### src/rtl/fa_pkg.sv
`timescale 1ns/1ps
package fa_pkg;
  typedef enum logic [1:0] {
    CLS_RUN  = 2'd0,
    CLS_HOLD = 2'd1,
    CLS_WAIT = 2'd2
  } cls_state_e;

  localparam int unsigned N_SW    = 4;
  localparam int unsigned N_CLS   = 4;
  localparam int unsigned CLS_SUP = 0;
  localparam int unsigned CLS_OCP = 1;
  localparam int unsigned CLS_OTP = 2;
  localparam int unsigned CLS_OL  = 3;
endpackage

### src/rtl/fa_rst_sync.sv
`timescale 1ns/1ps
module fa_rst_sync (
  input  logic clk,
  input  logic rst_n,
  output logic rst_s_n
);
  logic [1:0] sync_q;

  always_ff @(posedge clk or negedge rst_n) begin
    if (!rst_n) sync_q <= 2'b00;
    else        sync_q <= {sync_q[0], 1'b1};
  end

  assign rst_s_n = sync_q[1];
endmodule

### src/rtl/fa_filter.sv
`timescale 1ns/1ps
module fa_filter #(
  parameter int unsigned CW = 11
) (
  input  logic          clk,
  input  logic          rst_n,
  input  logic          en,
  input  logic          raw,
  input  logic [CW-1:0] limit,
  output logic          qual
);
  logic [CW-1:0] cnt_q, cnt_d;
  logic          at_lim;

  assign at_lim = (cnt_q >= limit);

  // consecutive-high counter, saturating at the window limit
  always_comb begin
    cnt_d = cnt_q;
    if (!en || !raw)  cnt_d = '0;
    else if (!at_lim) cnt_d = cnt_q + 1'b1;
  end

  always_ff @(posedge clk or negedge rst_n) begin
    if (!rst_n) cnt_q <= '0;
    else        cnt_q <= cnt_d;
  end

  assign qual = en & raw & at_lim;
endmodule

### src/rtl/fa_class_ctl.sv
`timescale 1ns/1ps
module fa_class_ctl
  import fa_pkg::*;
#(
  parameter int unsigned RETRY_CYC = 100
) (
  input  logic clk,
  input  logic rst_n,
  input  logic qual,
  input  logic present,
  input  logic retry_en,
  input  logic clr,
  output logic off
);
  localparam int unsigned RW = $clog2(RETRY_CYC + 1);

  cls_state_e    st_q, st_d;
  logic [RW-1:0] rc_q, rc_d;

  always_comb begin
    st_d = st_q;
    rc_d = rc_q;
    unique case (st_q)
      CLS_RUN: begin
        if (qual) st_d = CLS_HOLD;
      end
      CLS_HOLD: begin
        if (!present) begin
          if (retry_en) begin
            st_d = CLS_WAIT;
            rc_d = '0;
          end else if (clr) begin
            st_d = CLS_RUN;
          end
        end
      end
      CLS_WAIT: begin
        if (present || !retry_en)            st_d = CLS_HOLD;
        else if (rc_q == RW'(RETRY_CYC - 1)) st_d = CLS_RUN;
        else                                 rc_d = rc_q + 1'b1;
      end
      default: st_d = CLS_RUN;
    endcase
  end

  always_ff @(posedge clk or negedge rst_n) begin
    if (!rst_n) begin
      st_q <= CLS_RUN;
      rc_q <= '0;
    end else begin
      st_q <= st_d;
      rc_q <= rc_d;
    end
  end

  assign off = (st_q != CLS_RUN);
endmodule

### src/rtl/fa_fault_agg.sv
`timescale 1ns/1ps
module fa_fault_agg
  import fa_pkg::*;
#(
  parameter int unsigned CLK_MHZ   = 50,
  parameter int unsigned OL_SHORT  = 16,
  parameter int unsigned OL_LONG   = 1024,
  parameter int unsigned RETRY_CYC = 100
) (
  input  logic       clk,
  input  logic       rst_n,
  input  logic       raw_ovp,
  input  logic       raw_uvp,
  input  logic [3:0] raw_ocp,
  input  logic       raw_otp,
  input  logic       raw_ol,
  input  logic       comm_err,
  input  logic       ol_en,
  input  logic       ol_long,
  input  logic [1:0] ovp_sel,
  input  logic [1:0] ocp_flt_sel,
  input  logic       retry_sup,
  input  logic       retry_ocp,
  input  logic       retry_otp,
  input  logic       retry_ol,
  input  logic       clr_fault,
  output logic       flg_comm,
  output logic       flg_por,
  output logic       flg_sum,
  output logic       flg_ovp,
  output logic       flg_uvp,
  output logic [3:0] flg_ocp,
  output logic       flg_ocp_any,
  output logic       flg_otp,
  output logic       flg_ol,
  output logic       fault_n,
  output logic       drv_off
);
  // over-current windows in cycles
  localparam int unsigned LIM_6US  = CLK_MHZ * 6;
  localparam int unsigned LIM_3US  = CLK_MHZ * 3;
  localparam int unsigned LIM_1US5 = (CLK_MHZ * 3) / 2;
  localparam int unsigned LIM_MIN  = (CLK_MHZ / 5) > 0 ? (CLK_MHZ / 5) : 1;
  localparam int unsigned OCW      = $clog2(LIM_6US + 1);
  localparam int unsigned OLW      = $clog2(OL_LONG + 1);

  logic rst_s_n;

  fa_rst_sync u_rst (
    .clk     (clk),
    .rst_n   (rst_n),
    .rst_s_n (rst_s_n)
  );

  // ---------------- qualification ----------------
  logic [OCW-1:0]  ocp_lim;
  logic [OLW-1:0]  ol_lim;
  logic [N_SW-1:0] ocp_det;
  logic            ol_det;
  logic            ovp_det;

  always_comb begin
    unique case (ocp_flt_sel)
      2'b00:   ocp_lim = OCW'(LIM_6US);
      2'b01:   ocp_lim = OCW'(LIM_3US);
      2'b10:   ocp_lim = OCW'(LIM_1US5);
      default: ocp_lim = OCW'(LIM_MIN);
    endcase
  end

  assign ol_lim  = ol_long ? OLW'(OL_LONG) : OLW'(OL_SHORT);
  assign ovp_det = raw_ovp & (ovp_sel != 2'b11);

  for (genvar i = 0; i < N_SW; i++) begin : g_ocp
    fa_filter #(.CW(OCW)) u_flt (
      .clk   (clk),
      .rst_n (rst_s_n),
      .en    (1'b1),
      .raw   (raw_ocp[i]),
      .limit (ocp_lim),
      .qual  (ocp_det[i])
    );
  end

  fa_filter #(.CW(OLW)) u_ol_flt (
    .clk   (clk),
    .rst_n (rst_s_n),
    .en    (ol_en),
    .raw   (raw_ol),
    .limit (ol_lim),
    .qual  (ol_det)
  );

  // ---------------- sticky flags ----------------
  logic            comm_q, por_q, ovp_q, uvp_q, otp_q, ol_q;
  logic            comm_d, por_d, ovp_d, uvp_d, otp_d, ol_d;
  logic [N_SW-1:0] ocp_q, ocp_d;

  // detection wins over a clear in the same cycle
  always_comb begin
    comm_d = (comm_q & ~clr_fault) | comm_err;
    por_d  =  por_q  & ~clr_fault;
    ovp_d  = (ovp_q  & ~clr_fault) | ovp_det;
    uvp_d  = (uvp_q  & ~clr_fault) | raw_uvp;
    otp_d  = (otp_q  & ~clr_fault) | raw_otp;
    ol_d   = (ol_q   & ~clr_fault) | ol_det;
    ocp_d  = (ocp_q  & ~{N_SW{clr_fault}}) | ocp_det;
  end

  always_ff @(posedge clk or negedge rst_s_n) begin
    if (!rst_s_n) begin
      comm_q <= 1'b0;
      por_q  <= 1'b1;
      ovp_q  <= 1'b0;
      uvp_q  <= 1'b0;
      otp_q  <= 1'b0;
      ol_q   <= 1'b0;
      ocp_q  <= '0;
    end else begin
      comm_q <= comm_d;
      por_q  <= por_d;
      ovp_q  <= ovp_d;
      uvp_q  <= uvp_d;
      otp_q  <= otp_d;
      ol_q   <= ol_d;
      ocp_q  <= ocp_d;
    end
  end

  // ---------------- per-class reaction ----------------
  logic [N_CLS-1:0] cls_qual, cls_pres, cls_retry, cls_off;

  always_comb begin
    cls_qual[CLS_SUP]  = ovp_det | raw_uvp;
    cls_pres[CLS_SUP]  = ovp_det | raw_uvp;
    cls_retry[CLS_SUP] = retry_sup;
    cls_qual[CLS_OCP]  = |ocp_det;
    cls_pres[CLS_OCP]  = |raw_ocp;
    cls_retry[CLS_OCP] = retry_ocp;
    cls_qual[CLS_OTP]  = raw_otp;
    cls_pres[CLS_OTP]  = raw_otp;
    cls_retry[CLS_OTP] = retry_otp;
    cls_qual[CLS_OL]   = ol_det;
    cls_pres[CLS_OL]   = raw_ol & ol_en;
    cls_retry[CLS_OL]  = retry_ol;
  end

  for (genvar c = 0; c < N_CLS; c++) begin : g_cls
    fa_class_ctl #(.RETRY_CYC(RETRY_CYC)) u_ctl (
      .clk      (clk),
      .rst_n    (rst_s_n),
      .qual     (cls_qual[c]),
      .present  (cls_pres[c]),
      .retry_en (cls_retry[c]),
      .clr      (clr_fault),
      .off      (cls_off[c])
    );
  end

  // ---------------- outputs ----------------
  assign flg_comm    = comm_q;
  assign flg_por     = por_q;
  assign flg_ovp     = ovp_q;
  assign flg_uvp     = uvp_q;
  assign flg_otp     = otp_q;
  assign flg_ol      = ol_q;
  assign flg_ocp     = ocp_q;
  assign flg_ocp_any = |ocp_q;
  assign flg_sum     = comm_q | por_q | ovp_q | uvp_q | (|ocp_q) | otp_q;
  assign fault_n     = ~(flg_sum | ol_q);
  assign drv_off     = |cls_off;
endmodule

### config.mk
export PLATFORM = sky130hd
export DESIGN_NAME = fa_fault_agg
export DESIGN_NICKNAME = d
export VERILOG_FILES = /design/src/rtl/fa_pkg.sv /design/src/rtl/fa_rst_sync.sv /design/src/rtl/fa_filter.sv /design/src/rtl/fa_class_ctl.sv /design/src/rtl/fa_fault_agg.sv
export SDC_FILE = /design/constraint.sdc
export NUM_CORES = 1
export LEC_CHECK = 0
export BUFFER_PORTS_ARGS = -buffer_cell sky130_fd_sc_hd__buf_4
export CORE_MARGIN = 2
export CORE_UTILIZATION = 56
export DETAILED_ROUTE_END_ITERATION = 6
export MAX_ROUTING_LAYER = met4
export PLACE_DENSITY = 0.84
export SLEW_MARGIN = 5
export SYNTH_ARGS = -nofsm -noshare
export SYNTH_HDL_FRONTEND = slang
export SYNTH_SLANG_ARGS = --single-unit
### constraint.sdc
create_clock -name clk -period 7.59 [get_ports clk]
set_clock_uncertainty 0.15 [all_clocks]
set_input_delay 0.3795 -clock clk [delete_from_list [all_inputs] [get_ports clk]]
set_output_delay 0.3795 -clock clk [all_outputs]
set_load 0.005 [all_outputs]
Yosys cells after proc, flatten, opt, wreduce, memory -nomap -nowiden
Cells that the tools add are included.
{"block": "totals", "reg_bits": 95, "inputBits": 22, "word_cells": 206}
{"block": "op_classes", "addsub": 9, "n_lt_le_gt_ge": 5, "n_eq_ne": 48, "muxes": 57, "bitwise_logic": 30, "n_reduce_logical": 36}
{"cell": "2-to-1 mux 7 bit", "count": 16}
{"cell": "2-to-1 mux 9 bit", "count": 8}
{"cell": "case mux 7 bit (2 select lines)", "count": 4}
{"cell": "inequality test 2 bit (second input constant)", "count": 24}
{"cell": "2-to-1 mux 2 bit", "count": 21}
{"cell": "adder 9 x 1 -> 9 bit (second input constant)", "count": 4}
{"cell": ">= comparator 9 bit", "count": 4}
{"cell": "2-to-1 mux 11 bit", "count": 3}
{"cell": "adder 7 x 1 -> 7 bit (second input constant)", "count": 4}
{"cell": "== test 7 bit (second input constant)", "count": 4}
{"cell": "case mux 9 bit (3 select lines)", "count": 1}
{"cell": "case mux 2 bit (3 select lines)", "count": 4}
{"cell": "AND reduction 5 bit", "count": 4}
{"cell": "AND reduction 4 bit", "count": 4}
{"cell": "nonzero test 2 bit", "count": 8}
{"cell": "OR reduction 4 bit", "count": 4}
{"cell": "AND 1 bit", "count": 13}
{"cell": "inequality test 3 x 1 -> 1 bit (second input constant)", "count": 4}
{"cell": "inequality test 3 bit (second input constant)", "count": 4}
{"cell": "OR 1 bit", "count": 12}
{"cell": "adder 11 x 1 -> 11 bit (second input constant)", "count": 1}
{"cell": ">= comparator 11 bit", "count": 1}
{"cell": "== test 2 x 1 -> 1 bit (second input constant)", "count": 5}
{"cell": "== test 2 bit (second input constant)", "count": 5}
{"cell": "other kinds (8)", "count": 23}

Logic depth before layout (Yosys ltp)
Gate-level depths: netlist of run 1.
{"block": "logic_depth", "depth_word": 7, "mapped_depth": 10, "depth_no_buf": 9}

Cells and area by module
From an unflattened synthesis of run 1, not the netlist that was laid out.
{"block": "hier_totals", "cells_unflattened": 673, "area_unflattened_um2": 6103.4}
{"module": "fa_filter at g_ocp[0].u_flt ...", "instances": 4, "cells_per_inst": 78, "area_per_inst_um2": 666.9, "seq_area_each_um2": 225.2}
{"module": "fa_class_ctl", "instances": 4, "cells_per_inst": 54, "area_per_inst_um2": 519.2, "seq_area_each_um2": 225.2}
{"module": "fa_filter at u_ol_flt", "instances": 1, "cells_per_inst": 102, "area_per_inst_um2": 863.3, "seq_area_each_um2": 275.3}
{"module": "fa_fault_agg", "instances": 1, "cells_per_inst": 40, "area_per_inst_um2": 441.7, "seq_area_each_um2": 251.5}
{"module": "fa_rst_sync", "instances": 1, "cells_per_inst": 3, "area_per_inst_um2": 53.8, "seq_area_each_um2": 50.0}

Least setup slack after synthesis of run 1
OpenSTA, ideal clock, no wires.
{"block": "synth_path", "path_type": "input -> register", "from": "input port ocp_flt_sel[1]", "to": "register g_ocp[3].u_flt.cnt_q[7]", "setup_ns": 0.078, "arrival_time_ns": 2.344, "required_ns": 7.362, "setup_slack_ns": 5.018, "path_stages": 8, "cell_sequence": "or2_2 ha_1 nand4_1 nor2_2 a211oi_4 nand2_4 or4_1 a21boi_1"}
{"block": "synth_between", "elab_chain_len": 4}
{"element": "start, declared", "line": "fa_fault_agg.sv:21", "rtl": "input logic [1:0] ocp_flt_sel,"}
{"element": "== test 2 bit (tied with other cells)", "line": "fa_fault_agg.sv:63", "rtl": "unique case (ocp_flt_sel)"}
{"element": "case mux 9 bit (3 select lines) (*)", "line": "fa_fault_agg.sv:63"}
{"element": ">= comparator 9 bit (*)", "line": "fa_filter.sv:15", "rtl": "assign at_lim = (cnt_q >= limit);"}
{"element": "inequality test 2 bit (no line) (*)"}
{"element": "end signal, assigned", "line": "fa_filter.sv:26", "rtl": "else cnt_q <= cnt_d;"}
{"element": "end, declared", "line": "fa_filter.sv:12", "rtl": "logic [CW-1:0] cnt_q, cnt_d;"}
Every way passes the cells marked *; elsewhere a longest branch is shown, timed or not.
A chain may end at the register's enable or synchronous reset.

Final worst setup path of run 1
{"block": "layout_path", "from": "input port ocp_flt_sel[1]", "to": "register g_cls[1].u_ctl.st_q[0]"}
{"block": "layout_between", "elab_chain_len": 7}
{"element": "== test 2 bit (tied with other cells)", "line": "fa_fault_agg.sv:63"}
{"element": "case mux 9 bit (3 select lines) (*)", "line": "fa_fault_agg.sv:63"}
{"element": ">= comparator 9 bit", "line": "fa_filter.sv:15"}
{"element": "AND 1 bit", "line": "fa_filter.sv:29", "rtl": "assign qual = en & raw & at_lim;"}
{"element": "OR reduction 4 bit (*)", "line": "fa_fault_agg.sv:137", "rtl": "cls_qual[CLS_OCP] = |ocp_det;"}
{"element": "inequality test 2 x 1 -> 1 bit (no line) (*)"}
{"element": "AND reduction 4 bit (no line) (*)"}
{"element": "end signal, assigned", "line": "fa_class_ctl.sv:51", "rtl": "st_q <= st_d;"}
{"element": "end, declared", "line": "fa_class_ctl.sv:17", "rtl": "cls_state_e st_q, st_d;"}
Marks and branches as above.

==> impl_results.md, run 1 <==
* VDD IR max at 109 uV
* Sw Ratio at 28.8%
* Max-slew violation count at 0
* DR WL/cell at around 15 um
* Clock Latency Late Sink at 0.37 ns
* Clock Tree Root: clkbuf_8
* Worst Path Class, Setup: input port to register
* Nets at 699
* Gpl congestion at 0.889
* Clock buffer depth at 2
* DRC Markers at 0
* Routed WL at 11700 um
* Synth Warn # at 0
* Die Wd at 104 um
* Highest Clock Rate at 342 MHz
* ANT cells at 0
* Sw Pwr at 300 uW
* Asr flop ratio synth at 100%
* Crit-path slowest cell: a21oi_1
* Initial antenna violation count at 0
* Num ports at 36
* Via Count at 4477
* Clock-pin slew on the worst setup and hold paths at 0.10 ns
* Clock share of power at 33.5%
* Crit path capture type: register
* # clock sinks at 95
* DIE AREA at about 11000 um^2
* CP delay by family, top: compound AO/OA/AOI/OAI gates
* Initial Util at about 57%
* Core region area at 9730 um^2
* Reg-to-reg startpoint: g_ocp[0].u_flt.cnt_q[2]
* Register Area at 2380 um^2
* Mapped cell area at 5570 um^2
* DRT Pass-1 Iters at 5
* Ys flop type: dfrtp_1
* Synth area leader: dfrtp_1
* Final min period at 2.92 ns
* Hold Path Class: input port to register
* Power share of the combinational group at 12.8%
* Area Growth Syn to Fin at 10.9%
* Top cells by area, synth: dfrtp_1 42%, ha_1 11%, nand2_1 3.9%, nor2_1 3.4%, o21ai_0 3.2%
* Setup TNS at 0 ns
* Starting DRT DRC Count at 337
* Final ANT Viol Nets at 0
* Top cell type's share of synthesized area at between 40% and 50%
* Max FO, Critical Path at 13
* Post-route cell area at about 6200 um^2
* Min Hold Slack at 0.0254 ns
* First-pass GRT wire length at 20300 um
* Layout cells sized above 1 at 11.0%
* EDFF count, synth at 0
* H-tree depth at 3
* Avg Cell Area, Syn at between 9 and 10 um^2
* Pre-CTS setup slack at ~4.4 ns
* CTS tree: yes
* P_int at 741 uW
* Worst slew pin tran at 1.13 ns
* CP startpoint: ocp_flt_sel[1]
* Part of the power in registers at 53.7%
* P_leak at 0.00286 uW
* Ordered list of cells on the worst path: buf_4, nand2b_1, inv_1, ha_1, a31o_2, o311ai_0, a21oi_1, nor2_1, o211a_1, a31oi_1
* Part of the cycle the worst path needs at around two fifths
* Final setup margin at 4.67 ns
* Synth cell types at 59
* Pin count of the biggest net entering global routing at 66
* Row count at 36
* Synthesized Nets at 663
* Placement Cell Area at 5970 um^2
* Setup violators final at 0
* Port Buffer Count at 35
* Die Y at 104 um
* Filler cell count at 765
* Hold Crit Start: comm_err
* Via/cell ratio at 5.84
* CP required at 7.73 ns
* Crit path DAT at 3.07 ns
* Unrepaired setup endpoints after global routing: no
* Worst stage delay on the critical path at 0.71 ns
* Crit start category: input port
* Max-cap violations at 0
* Post-cts sizing count at 0
* Register area share after synthesis at 42.7%
* Final HPWL DP at 8310 um
* Final Core Density at 63.5%
* Status: complete, no violations
* GRT Resource Usage Total at 23.4%
* Num CTS Buffers at 9
* Vias in the first global route at about 4500
* Post-Synthesis Cells at 593
* Footprint of the multi-input gates at just over 3000 um^2
* #FFs+latches synth at 95
* Final-report hold violation count at 0
* Worst path buffer plus inverter count at 2
* Power per cell area at around 170 nW/um^2
* Total gr overflow at 0
* Worst slew margin at 24.2%
layout by cell type, fill, tap and decap left out, drive strengths merged, types with 17 or more instances in the layout:
cell type  Yosys  routed
inv           29      32
xnor2         19      19
nand2         61      61
nand3         25      25
nor2          52      52
dfrtp         94      94
a21oi         31      31
nand4         17      17
o21ai         39      39
ha            48      48
buf            2      36
synthesized netlist by cell type (all sizes together) (7+ instances only):
library cell / instances
dfrtp: 94
nand2: 61
nor2: 52
ha: 48
o21ai: 39
a21oi: 31
inv: 29
nand3: 25
xnor2: 19
nand4: 17
nand2b: 16
xor2: 15
o31ai: 14
and2: 12
and3: 12
nor2b: 11
clkbuf: 10
mux2i: 9
or4: 8
nor4: 7
area by class of cell:
| cell class | count | area share (%) |
|---|---|---|
| clock buffer | 9 | 2.00 |
| multi-input combinational | 456 | 49.1 |
| timing repair buffer | 37 | 4.54 |
| tap | 133 | 2.69 |
| inverter | 30 | 1.82 |
| sequential | 95 | 38.6 |
| clock inverter | 7 | 1.28 |
power by group through the flow:
stage / clock [uW] / sequential [uW] / combinational, uW
floorplan: 0 / 561 / 91.5
global placement: 0 / 566 / 124
detailed placement: 0 / 568 / 131
CTS: 359 / 558 / 133
global route: 383 / 564 / 152
finish: 349 / 559 / 134
sequential cells by signal (all words and copies together), names as in the netlist:
register and count:
flg_otp 1, g_cls.u_ctl.rc_q 28, flg_por 1, u_rst.sync_q 2, g_ocp.u_flt.cnt_q 36, g_cls.u_ctl.st_q 8, flg_ovp 1, flg_ocp 4
flg_uvp 1, u_ol_flt.cnt_q 11, flg_comm 1, flg_ol 1
worst register-to-register path: cells and delay by family (launching register included):
| kind | cells | cell delay, ns |
|---|---|---|
| DFF | 1 | 0.47 |
| and+or+nand+nor | 1 | 0.22 |
| AOI/OAI and AO/OA | 5 | 1.45 |
| adders and majority gates | 1 | 0.34 |
stage by stage:
stage,std cells,power (uW)
after floorplan,593,653
after global placement,750,690
after detailed placement,750,699
after CTS,767,1050
after global routing,767,1100
final,767,1040
cell families (layout without fill, tap and decap cells):
group / Yosys count / in the layout / synth area share, %
buffers and inverters: 42 / 83 / 2.87
flip-flops: 95 / 95 / 42.7
multiplexers: 10 / 10 / 1.82
AO/OA/AOI/OAI: 123 / 123 / 14.5
XOR/XNOR: 34 / 34 / 5.34
other: 1 / 1 / 0.0673
AND/OR/NAND/NOR: 240 / 240 / 22.0
adder cells (fa/ha/maj): 48 / 48 / 10.8
layer usage:
metal | GRT usage [%] | vias up | share of wire, %
li1 | - | 2181 | -
met1 | 28.8 | 2179 | 45
met2 | 39.6 | 98 | 51
met3 | 5.16 | 19 | 3.3
met4 | 5.50 | 0 | 1.3
met5 | - | - | 0
repair_timing:
action                    4_1_cts  5_1_grt
buffers inserted                0        0
hold endpoints to repair        2        0
hold buffers                    1        0
final timing paths:
path / to / slack, ns / cells past startpoint
setup / recovery: g_cls[1].u_ctl.st_q[0] / 4.67 / 10
hold / removal: flg_comm / 0.03 / 2
setup reg to reg: g_cls[1].u_ctl.st_q[0] / 4.88 / 7
hold reg to reg: g_cls[3].u_ctl.rc_q[1] / 0.09 / 0
max in group asynchronous: g_ocp[2].u_flt.cnt_q[6] / 6.05 / 1
min in group asynchronous: g_cls[3].u_ctl.rc_q[1] / 0.09 / 0
Power figures use the tool's default switching activity.
==> run 2: changes to the inputs <==
==> constraint.sdc (replaced) <==
create_clock -name clk -period 2.7 [get_ports clk]
set_clock_uncertainty 0.15 [all_clocks]
set_input_delay 0.135 -clock clk [delete_from_list [all_inputs] [get_ports clk]]
set_output_delay 0.135 -clock clk [all_outputs]
set_load 0.005 [all_outputs]
==> run 2 against run 1 <==
First-iteration DRC count fell by 29%. Power rose to 2.9 times the previous value. Critical path depth fell by 4. Critical path type is now register to register. Largest cell class unchanged. Largest power group unchanged.
==> impl_results.md, run 2 (synthesis results as in run 1) <==
* Commonest cells after routing, fill and taps aside: 93 x dfrtp_1, 58 x nand2_1, 51 x nor2_1
* Routed WL at 12100 um (+3.4%)
* Num CTS Buffers at 9 (unchanged)
* Via/cell ratio at 5.85 (+0.19%)
* H-tree depth at 3 (unchanged)
* Final min period at 2.40 ns
* CTS tree: yes
* Path depth of the worst reg2reg path at 6 (-1)
* Part of the cycle the worst path needs at 89.0%
* Non-filler cells, final at 789 (+2.9%)
* Worst path buffer plus inverter count at 1 (-1)
* DRT Pass-1 Iters at 5 (unchanged)
* Crit path capture type: register
* Port Buffer Count at 35 (unchanged)
* Layout cells sized above 1 at 11.9% (+0.85 points)
* Max FO, Critical Path at 13 (unchanged)
* Clock share of power at 33.8% (+0.3 points)
* Unrepaired setup endpoints after global routing: no
* Crit-path slowest cell: or4_1
* P_leak at 0.00297 uW (+3.7%)
* Largest registers: g_ocp.u_flt.cnt_q: 36 flops, g_cls.u_ctl.rc_q: 28 flops, u_ol_flt.cnt_q: 11 flops
* Initial Util at 57.3% (unchanged)
* Final ANT Viol Nets at 0 (unchanged)
* DP Cell Count at 757 (+0.93%)
* CP delay by family, top: compound AO/OA/AOI/OAI gates
* Worst slew pin tran at 0.694 ns (-0.432 ns)
* Highest Clock Rate at 416 MHz
* Hold depth at 4 (+2)
* Most flops, register: g_ocp.u_flt.cnt_q
* Power per cell area at 464 nW/um^2 (+180%)
* Power share of the combinational group at 13.1% (+0.3 points)
* Worst slew margin at 53.8% (+30 points)
* Vias in the first global route at 4642 (+3.8%)
* Crit start category: register
* Filler cell count at 729 (-4.7%)
* Max-cap violations at 0 (unchanged)
* ANT cells at 0 (unchanged)
* Worst stage delay on the critical path at 0.51 ns (-0.20 ns)
* Row count at 36 (unchanged)
* Num ports at 36 (unchanged)
* Clock Latency Late Sink at 0.40 ns (+0.03 ns)
* Final Core Density at 65.9% (+2.4 points)
* Worst Path Class, Setup: register to register
* Clock-pin slew on the worst setup and hold paths at 0.11 ns (about the same)
* Total gr overflow at 0 (unchanged)
* Die Y at 104 um (unchanged)
* Via Count at 4614 (+3.1%)
* Max-slew violation count at 0 (unchanged)
* Clock Tree Root: clkbuf_8
* Worst R2R Setup Slack at 0.30 ns (-4.58 ns)
* Worst R2R End: g_ocp[0].u_flt.cnt_q[3]
* Commonest non-fill, non-tap cell in the layout: dfrtp_1
* Hold Path Class: input port to register
* WHS Endpoint: u_ol_flt.cnt_q[2]
* Part of the power in registers at 53.0% (-0.7 points)
* CP required at 2.85 ns (-4.88 ns)
* First-pass GRT wire length at 20900 um (+3.1%)
* Initial antenna violation count at 0 (unchanged)
* Starting DRT DRC Count at 238 (-29%)
* Min Hold Slack at 0.0439 ns (+0.0185 ns)
* Ordered list of cells on the worst path: inv_1, ha_1, o311ai_0, a21oi_2, or4_1, a21oi_1
* Clock buffer depth at 2 (unchanged)
* Die Wd at 104 um (unchanged)
* Final-report hold violation count at 0 (unchanged)
* # clock sinks at 95 (unchanged)
* Status: complete, no violations
* Sw Pwr at 863 uW (+190%)
* Pin count of the biggest net entering global routing at 54 (-18%)
* Core region area at 9730 um^2 (unchanged)
* GRT Resource Usage Total at 24.4% (+1.0 points)
* Setup violators final at 0 (unchanged)
* Hold Crit Start: raw_ol
* Final HPWL DP at 8540 um (+2.7%)
* Largest register FFs at 36 (unchanged)
* DR WL/cell at 15.4 um (+0.56%)
* Nets at 721 (+3.1%)
* P_int at 2110 uW (+180%)
* Reg-to-reg startpoint: g_ocp[0].u_flt.cnt_q[0]
* Sw Ratio at 29.0% (+0.19 points)
* VDD IR max at 446 uV (+310%)
* Gpl congestion at 0.878 (-1.3%)
* DRC Markers at 0 (unchanged)
* Area Growth Syn to Fin at 15.0%
* DIE AREA at 10800 um^2 (unchanged)
* Crit path DAT at 2.56 ns (-0.51 ns)
[run 2: layout make-up]
type	instances	area (um^2)	share of cell area, %
Multi-Input combinational cell	456	3040	47.4
Sequential cell	95	2380	37.2
Timing Repair Buffer	59	495	7.73
Tap cell	133	166	2.60
Clock buffer	9	124	1.93
Inverter	30	113	1.76
Clock inverter	7	88.8	1.39
[run 2: layer usage]
layer / up-vias / share of wire, % / track usage, %
li1: 2236 / - / -
met1: 2235 / 43 / 28.7
met2: 121 / 51 / 41.4
met3: 22 / 4.8 / 6.17
met4: 0 / 1.8 / 7.63
met5: - / 0 / -
[run 2: how the worst max path moves through the flow]
stage | depth (start not counted) | slack, ns | endpoint | from
after global routing | 7 | 0.17 | g_ocp[2].u_flt.cnt_q[8] | g_ocp[2].u_flt.cnt_q[2]
after CTS | 7 | 0.06 | g_cls[1].u_ctl.st_q[0] | g_ocp[0].u_flt.cnt_q[2]
after detailed placement | 10 | -0.15 | g_cls[1].u_ctl.st_q[0] | ocp_flt_sel[1]
final | 6 | 0.30 | g_ocp[0].u_flt.cnt_q[3] | g_ocp[0].u_flt.cnt_q[0]
after floorplan | 8 | 0.37 | g_ocp[3].u_flt.cnt_q[7] | ocp_flt_sel[1]
after global placement | 10 | -0.01 | g_cls[1].u_ctl.st_q[0] | ocp_flt_sel[1]
[run 2: power groups by stage]
| stage | registers, uW | logic, uW | clock network, uW |
|---|---|---|---|
| after floorplan | 1580 | 257 | 0 |
| after global placement | 1600 | 347 | 0 |
| after detailed placement | 1600 | 368 | 0 |
| after CTS | 1580 | 391 | 1030 |
| after global routing | 1590 | 444 | 1090 |
| final | 1580 | 391 | 1010 |
[run 2: timing repair]
action                     4_1_cts  5_1_grt
gates resized for setup          0        1
hold buffers                    16        0
setup endpoints to repair        0        2
setup buffers                    0        0
hold endpoints to repair        53        0
[run 2: through the flow]
| step | setup WS, ns | setup TNS (ns) | cell area [um^2] | total power, uW |
|---|---|---|---|---|
| floorplan | 0.373 | 0 | 5570 | 1840 |
| detailed placement | -0.149 | -0.276 | 6030 | 1970 |
| global route | 0.170 | 0 | 6410 | 3130 |
| CTS | 0.0584 | 0 | 6400 | 3000 |
| global placement | -0.0128 | -0.0128 | 6030 | 1950 |
| finish | 0.298 | 0 | 6410 | 2970 |
[run 2: worst min-delay path: stages]
cell     delay (ns)
buf_4          0.08
nand2_1        0.04
buf_4          0.19
nor2_1         0.12
==> run 3: changes to the inputs <==
--- a/config.mk
+++ b/config.mk
@@ -9,6 +9,8 @@
 export CORE_MARGIN = 2
 export CORE_UTILIZATION = 56
 export DETAILED_ROUTE_END_ITERATION = 6
+export GPL_TIMING_DRIVEN = 0
+export HOLD_SLACK_MARGIN = 0.02
 export MAX_ROUTING_LAYER = met4
 export PLACE_DENSITY = 0.84
 export SLEW_MARGIN = 5
==> run 3 against run 2 <==
Wire length shrank 2.5%. Hold slack better by 0.030 ns. Clock power shrank 5%. Final area down 0.68%. Sequential share of layout area grew 0.26 points. Via count shrank 0.50%. Power fell by 1.5%.
==> impl_results.md, run 3 (synthesis results as in run 1) <==
* Clock share of power at 32.8% (-1.0 points)
* CP required at 2.85 ns (about the same)
* Clock Tree Root: clkbuf_8
* Die Y at 104 um (unchanged)
* DIE AREA at 10800 um^2 (unchanged)
* VDD IR max at 270 uV (-40%)
* Setup violators final at 0 (unchanged)
* Area Growth Syn to Fin at 14.2%
* CTS tree: yes
* Highest Clock Rate at 394 MHz (-5.4%)
* H-tree depth at 3 (unchanged)
* Gpl congestion at 0.926 (+5.5%)
* CTS Hold Bufs at 14 (-2)
* Post-cts sizing count at 0 (unchanged)
* Via Count at 4591 (-0.50%)
* Clock-pin slew on the worst setup and hold paths at 0.10 ns (about the same)
* Core region area at 9730 um^2 (unchanged)
* Layout cells sized above 1 at 10.6% (-1.3 points)
* Nets at 723 (+0.28%)
* Final setup margin at 0.161 ns (-0.138 ns)
* Setup Fix Bufs, Post-CTS at 0 (unchanged)
* Largest registers: g_ocp.u_flt.cnt_q: 36 flops, g_cls.u_ctl.rc_q: 28 flops, u_ol_flt.cnt_q: 11 flops
* Worst slew margin at 59.3% (+5.6 points)
* Sw Pwr at 831 uW (-3.8%)
* Largest register FFs at 36 (unchanged)
* Max FO, Critical Path at 7 (-6)
* Num CTS Buffers at 9 (unchanged)
* Total gr overflow at 0 (unchanged)
* Worst slew pin tran at 0.610 ns (-0.0836 ns)
* Hold Path Class: input port to register
* Pin count of the biggest net entering global routing at 51 (-5.6%)
* Power per cell area at 460 nW/um^2 (-0.77%)
* Filler cell count at 756 (+3.7%)
* Part of the power in registers at 53.3% (+0.3 points)
* Total power at 2930 uW (-1.5%)
* P_int at 2100 uW (-0.50%)
* Crit start category: register
* Worst Path Class, Setup: register to register
* Initial Util at 57.3% (unchanged)
* Power share of the combinational group at 13.8% (+0.7 points)
* Num ports at 36 (unchanged)
* GRT Resource Usage Total at 23.9% (-0.54 points)
* Pre-CTS setup slack at -0.0840 ns (+0.0652 ns)
* Setup TNS at 0 ns (unchanged)
* Part of the cycle the worst path needs at 94.1% (+5.1 points)
* P_leak at 0.00294 uW (-1.1%)
* Max-cap violations at 0 (unchanged)
* DRC Markers at 0 (unchanged)
* Starting DRT DRC Count at 205 (-14%)
* Final min period at 2.54 ns (+0.138 ns)
* DRT Pass-1 Iters at 5 (unchanged)
* Die Wd at 104 um (unchanged)
* Status: complete, no violations
* Initial antenna violation count at 0 (unchanged)
* Row count at 36 (unchanged)
* # clock sinks at 95 (unchanged)
* Commonest cells after routing, fill and taps aside: 93 x dfrtp_1, 58 x nand2_1, 51 x nor2_1
* Port Buffer Count at 34 (-2.9%)
* First-pass GRT wire length at 20600 um (-1.6%)
* Unrepaired setup endpoints after global routing: no
* Most flops, register: g_ocp.u_flt.cnt_q
* Sw Ratio at 28.3% (-0.68 points)
* Clock Latency Late Sink at 0.37 ns (-0.03 ns)
* Final Core Density at 65.4% (-0.45 points)
* DR WL/cell at 14.9 um (-2.7%)
* Final-report hold violation count at 0 (unchanged)
* Commonest non-fill, non-tap cell in the layout: dfrtp_1
* Final ANT Viol Nets at 0 (unchanged)
* Routed WL at 11800 um (-2.5%)
* Vias in the first global route at 4489 (-3.3%)
* Clock buffer depth at 2 (unchanged)
* Max-slew violation count at 0 (unchanged)
* ANT cells at 0 (unchanged)
* Crit path capture type: register
* Final HPWL DP at 8560 um (+0.28%)
* Crit path DAT at 2.69 ns (+0.13 ns)
* Via/cell ratio at 5.80 (-0.75%)
[run 3: cell count changes in the layout (fill, tap and decap cells not counted), moves of 2 or more]
cell	delta
clkbuf_1	+11
inv_6	-2
dlygate4sd3_1	-2
buf_4	-8
buf_2	+2
[run 3: metrics by stage]
stage          hold WS (ns)  cell area (um^2)  cells
3_3_place_gp         -0.232              6000    760
2_1_floorplan        -0.311              5570    593
4_1_cts              0.0376              6360    791
3_5_place_dp         -0.229              6030    761
5_1_grt              0.0682              6360    791
6_report             0.0737              6360    791
[run 3: area by class of cell]
cell class | instances | area (um^2) | area share, %
Inverter | 30 | 113 | 1.77
Tap cell | 133 | 166 | 2.62
Clock inverter | 6 | 70.1 | 1.10
Sequential cell | 95 | 2380 | 37.4
Clock buffer | 10 | 128 | 2.01
Buffer | 12 | 47.5 | 0.747
Multi-Input combinational cell | 456 | 3030 | 47.7
Timing Repair Buffer | 49 | 423 | 6.65
[run 3: critical path, stage by stage (launching register included)]
cell      delay [ns]
dfrtp_1         0.47
ha_1            0.35
a21oi_2         0.16
o21ai_2         0.10
a211oi_4        0.44
nand2_4         0.11
or4_1           0.52
a21boi_1        0.16
[run 3: layer usage]
layer  GRT usage (%)  routed length [um]
met1            29.9                5320
met2            38.6                5840
met3            3.46                 342
met4            10.7                 311
met5               -                   0
[run 3: final timing paths]
path | startpoint | slack (ns) | depth (start not counted) | to
max reg2reg | g_ocp[3].u_flt.cnt_q[2] | 0.16 | 7 | g_ocp[3].u_flt.cnt_q[7]
max in group asynchronous | u_rst.sync_q[1] | 1.51 | 1 | flg_por
min | raw_ol | 0.07 | 3 | u_ol_flt.cnt_q[0]
min in group asynchronous | u_rst.sync_q[1] | 0.20 | 0 | g_cls[3].u_ctl.st_q[1]
min reg2reg | u_rst.sync_q[1] | 0.20 | 0 | g_cls[3].u_ctl.st_q[1]
max | g_ocp[3].u_flt.cnt_q[2] | 0.16 | 7 | g_ocp[3].u_flt.cnt_q[7]
[run 3: power groups by stage]
| stage | combinational [uW] | clock [uW] | sequential (uW) |
|---|---|---|---|
| final | 405 | 962 | 1560 |
| after global placement | 345 | 0 | 1600 |
| after global routing | 457 | 1050 | 1580 |
| after detailed placement | 384 | 0 | 1590 |
| after floorplan | 257 | 0 | 1580 |
| after CTS | 403 | 988 | 1560 |
